`config.mk`:
```
export PLATFORM = sky130hd
export DESIGN_NAME = wdt_reset_gen
export DESIGN_NICKNAME = d
export VERILOG_FILES = /design/src/rtl/wdt_reset_gen.sv
export SDC_FILE = /design/constraint.sdc
export NUM_CORES = 1
export LEC_CHECK = 0
export ABC_AREA = 1
export BUFFER_PORTS_ARGS = -buffer_cell sky130_fd_sc_hd__buf_2
export CAP_MARGIN = 20
export CORE_MARGIN = 5
export CORE_UTILIZATION = 30
export DETAILED_ROUTE_END_ITERATION = 12
export PLACE_DENSITY_LB_ADDON = 0.12
export SLEW_MARGIN = 20
export SYNTH_ARGS = -nofsm -noshare
export SYNTH_HDL_FRONTEND = slang
export SYNTH_SLANG_ARGS = --single-unit
```
`constraint.sdc`:
```
create_clock -name clk -period 2.11 [get_ports clk]
set_clock_uncertainty 0.1 [all_clocks]
set_input_delay 0.1055 -clock clk [delete_from_list [all_inputs] [get_ports clk]]
set_output_delay 0.1055 -clock clk [all_outputs]
set_load 0.01 [all_outputs]
```
`src/rtl/wdt_reset_gen.sv`:
```
module wdt_reset_gen #(
  parameter int ADDR_W    = 8,
  parameter int DATA_W    = 8,
  parameter int KICK_ADDR = 'h26,
  parameter int STAT_ADDR = 'hFF,
  parameter int FLAG_BIT  = 6,
  parameter int PRESCALE  = 16384,
  parameter int TICKS     = 5,
  parameter int PULSE_LEN = 18000,
  parameter int VEC_W     = 13,
  parameter int RESET_VEC = 0
) (
  input  logic              clk,
  input  logic              por,
  input  logic              io_wr,
  input  logic [ADDR_W-1:0] io_addr,
  input  logic [DATA_W-1:0] io_wdata,
  input  logic              suspend_i,
  output logic              wdr_o,
  output logic              wd_flag_o,
  output logic              vec_load_o,
  output logic [VEC_W-1:0]  vec_addr_o
);

  localparam int PRE_W = (PRESCALE  > 1) ? $clog2(PRESCALE)  : 1;
  localparam int WD_W  = (TICKS     > 1) ? $clog2(TICKS)     : 1;
  localparam int PL_W  = (PULSE_LEN > 1) ? $clog2(PULSE_LEN) : 1;
  localparam logic [PRE_W-1:0]  PRE_LAST = PRE_W'(PRESCALE - 1);
  localparam logic [WD_W-1:0]   WD_LAST  = WD_W'(TICKS - 1);
  localparam logic [PL_W-1:0]   PL_LAST  = PL_W'(PULSE_LEN - 1);
  localparam logic [ADDR_W-1:0] KICK_A   = ADDR_W'(KICK_ADDR);
  localparam logic [ADDR_W-1:0] STAT_A   = ADDR_W'(STAT_ADDR);

  logic [PRE_W-1:0] pre_q;
  logic [WD_W-1:0]  wd_q;
  logic [PL_W-1:0]  pl_q;
  logic             wdr_q, flag_q, vec_q;

  logic run, tick, kick, fire, flag_clr, pulse_end;
  logic unused_data;

  assign run       = !suspend_i && !wdr_q;
  assign tick      = run && (pre_q == PRE_LAST);
  assign kick      = run && io_wr && (io_addr == KICK_A);
  assign fire      = tick && !kick && (wd_q == WD_LAST);
  assign pulse_end = wdr_q && (pl_q == PL_LAST);
  assign flag_clr  = io_wr && (io_addr == STAT_A) && !io_wdata[FLAG_BIT];
  assign unused_data = ^io_wdata;

  always_ff @(posedge clk) begin
    if (por || wdr_q || fire)
      pre_q <= '0;
    else if (!suspend_i)
      pre_q <= tick ? '0 : pre_q + 1'b1;
  end

  always_ff @(posedge clk) begin
    if (por || wdr_q || fire || kick)
      wd_q <= '0;
    else if (tick)
      wd_q <= wd_q + 1'b1;
  end

  always_ff @(posedge clk) begin
    if (por)            wdr_q <= 1'b0;
    else if (fire)      wdr_q <= 1'b1;
    else if (pulse_end) wdr_q <= 1'b0;
  end

  always_ff @(posedge clk) begin
    if (por || !wdr_q) pl_q <= '0;
    else               pl_q <= pl_q + 1'b1;
  end

  always_ff @(posedge clk) begin
    vec_q <= !por && pulse_end;
  end

  always_ff @(posedge clk) begin
    if (por)           flag_q <= 1'b0;
    else if (fire)     flag_q <= 1'b1;
    else if (flag_clr) flag_q <= 1'b0;
  end

  assign wdr_o      = wdr_q;
  assign wd_flag_o  = flag_q;
  assign vec_load_o = vec_q;
  assign vec_addr_o = VEC_W'(RESET_VEC);


  kick_clear_chk: assert property (@(posedge clk) disable iff (por)
    kick |=> (wd_q == '0));


  fire_at_terminal_chk: assert property (@(posedge clk) disable iff (por)
    $rose(wdr_q) |-> ($past(wd_q) == WD_LAST && $past(pre_q) == PRE_LAST));


  suspend_freeze_chk: assert property (@(posedge clk) disable iff (por)
    (suspend_i && !wdr_q) |=> (pre_q == $past(pre_q) && wd_q == $past(wd_q)));


  pulse_hold_chk: assert property (@(posedge clk) disable iff (por)
    wdr_q |-> (pre_q == '0 && wd_q == '0));


  flag_on_fire_chk: assert property (@(posedge clk) disable iff (por)
    $rose(wdr_q) |-> flag_q);


  vec_after_pulse_chk: assert property (@(posedge clk) disable iff (por)
    vec_q |-> (!wdr_q && $past(wdr_q)));

endmodule

```
==> results.toml <==
[global_route]
grt_first_pass_wirelength_um = 7250
grt_max_degree = 13
antenna_found_initial = 0
grt_pass1_vias = 1658
grt.overflow.total = 0
grt_usage = 0.107

[logic_synthesis]
synth-simple-area-share = 0.421
synth_top_family_by_area = "simple AND/OR/NAND/NOR gates"
yosys.area.top_type_share = 0.345
synth-seq-cells = 35
synth.most_common_cell = "nand2_1"
synthXorXnorAreaFrac = 0.0432
synth_adder_area_share = 0.0247
avgSynthCellArea_sq_um = 6.88
synth_largest_area_cell = "dfxtp_1"
yosys-top-cells-area = "dfxtp_1 (35%), nand2_1 (11%), nor2_1 (8.7%)"
postSynthCellCount = 295
synth_mux_area_frac = 0
ys_seq_area_frac = 0.345
netlist_area_sq_um = 2030
ys_warn_count = 0
ys_types = 30
postSynth.asyncResetShare = 0
synth_ff_type = "dfxtp_1"
synth_edf_count = 0
synth_commonest_cells = "nand2_1 (62), nor2_1 (47), inv_1 (39)"
synth-compound-area-share = 0.0352

[route]
routed_wl_um = 4160
first_pass_iters = 5
drt-wirelength-per-cell_um = 10.5
remaining_drc_errors = 0
vias = 1720
first_iter_violations = 38
viasPerCell = 4.33
ant_nets = 0

[sta]
fin_crit_ns = 1.56
setup_violations = 0
post-route-period-util = 0.739
hold_violations = 0
rsz0062_at_grt = "no"
whs_ns = 0.0506
final_max_slew_viol_count = 0
tns_ns = 0
fmax_mhz = 641

[cts]
cts_buffer_depth = 2
htree_levels = 2
clk_pin_slew_ns = 0.07
cts_resized = 0
cts_tree = "done"
postCtsHoldBufs = 1
insertion_delay_ns = 0.29
post-cts-setup-buffers = 0
root_buffer = "clkbuf_8"
cts_buffers = 5
cts_sinks = 35

[worst_setup_path]
crit_buf_inv = 1
arrival_ns = 1.65
rr_startpoint = "pre_q[0]"
crit_top_cell = "nor2_1"
critPathTopFamily = "simple AND/OR/NAND/NOR gates"
cp_cell_sequence = "ha_1, inv_1, nor2_1, nand3_2, nor2_8, nor2_1, o21ai_1, nor2_1"
max_stage_delay_ns = 0.40
reg2reg_to = "pre_q[7]"
start_kind = "register"
cp_max_fo = 6
path_class = "reg -> reg"
reg2regPathDepth = 8
crit_path_end_kind = "register"
slowest_stage = "dfxtp_1"
crit_required_ns = 2.20
r2r_slack_ns = 0.55

[die]
start_util = 0.304
fp-row-count = 30
core_region_area_sq_um = 6680
die_x_um = 92.2
io_pins = 36
dieArea_sq_um = 8510
dieHeight_um = 92.2

[run]
max_cap_violations = 0

[cells_and_area]
seqCellArea_sq_um = 701
drive_gt1_frac = 0.167
multi_input_area_sq_um = 1110
fillers = 747
nNetsFinal = 341
area_growth_pct = 11.1
antenna_cells = 0

[hold_path]
hold_start = "io_addr[2]"
hold_path_end = "wd_flag_o"
min_path_type = "in -> reg"
worstHoldPathCells = 4

[run_status]
status = "finished clean"

[pwr]
swShare = 0.238
clock_power_share = 0.409
internal_power_w = 0.000942
p_per_area_nw_per_um2 = 549
pwr-share-comb = 0.051
switching_power_w = 0.000295
seq_power_share = 0.540
peakVddDrop_v = 0.000259
p_leak_nw = 0.957

[placement]
gp_congestion = 0.768
portBuffers = 15
dpl.hpwl_um = 3290
[logic make-up after synthesis]
logic type / count (synthesis)
and+or+nand+nor: 176
buffers and inverters: 56
DFF: 35
AOI/OAI and AO/OA: 13
xor gates and xnor gates: 10
adders and majority gates: 4
other: 1
[power groups by stage]
stage | Combinational (W) | Sequential, W | Clock [W]
after floorplan | 0.0000559 | 0.000682 | 0
after global placement | 0.0000611 | 0.000683 | 0
after detailed placement | 0.0000613 | 0.000683 | 0
after CTS | 0.0000630 | 0.000667 | 0.000530
after global routing | 0.0000704 | 0.000668 | 0.000558
final | 0.0000629 | 0.000668 | 0.000506
[state kept, by name, summed over array words and instances, names as in the netlist]
| register | flops |
|---|---|
| vec_load_o | 1 |
| wdr_o | 1 |
| pre_q | 14 |
| wd_flag_o | 1 |
| pl_q | 15 |
| wd_q | 3 |
[tightest hold or removal path, stage by stage]
cell     delay [ns]
buf_2          0.10
nand4_1        0.08
nand3_1        0.06
nand2_1        0.06
[through the flow]
step	instances	setup WS (ns)	instance area [sq um]	utilization	total power, W
final	397	0.550	2250	0.337	0.00124
after global placement	389	0.566	2160	0.323	0.000744
after global routing	397	0.414	2250	0.337	0.00130
after CTS	397	0.558	2250	0.337	0.00126
after floorplan	307	0.735	2070	-	0.000738
after detailed placement	389	0.558	2160	0.323	0.000744
[worst max-delay path by stage]
stage	to	startpoint	slack (ns)	depth (start not counted)
2_1_floorplan	pre_q[10]	pre_q[0]	0.74	8
3_3_place_gp	pre_q[10]	pre_q[0]	0.57	8
3_5_place_dp	pre_q[7]	pre_q[0]	0.56	8
4_1_cts	pre_q[7]	pre_q[0]	0.56	8
5_1_grt	pre_q[7]	pre_q[0]	0.41	8
6_report	pre_q[7]	pre_q[0]	0.55	8
[cell usage in the layout, fill, tap and decap left out, types with 2 or more instances in the layout]
cell type	netlist	layout
a21oi_1	6	6
dfxtp_1	35	35
nor2_2	10	10
inv_1	39	39
nand2_4	2	2
nand2_2	7	7
buf_2	2	15
xnor2_1	4	4
clkbuf_8	0	6
nand3_1	20	20
nor3_2	2	2
nand4_1	10	10
nand3_2	2	2
conb_1	1	13
buf_4	13	2
ha_1	4	4
nand2_1	62	62
nor2_4	2	2
xor2_1	6	6
nor2_1	47	47
o21ai_0	3	3
nor3_1	9	9
[layer usage]
| layer | track usage | share of wire |
|---|---|---|
| met1 | 0.130 | 0.47 |
| met2 | 0.174 | 0.47 |
| met3 | 0.0279 | 0.033 |
| met4 | 0.0520 | 0.018 |
| met5 | 0 | 0 |
[area by class of cell]
class                           instances  share of cell area
Tap cell                               80              0.0444
Inverter                               41              0.0683
Multi-Input combinational cell        216               0.493
Clock inverter                          1             0.00222
Sequential cell                        35               0.311
Clock buffer                            6              0.0366
Timing Repair Buffer                   18              0.0444
Power figures use the tool's default switching activity.
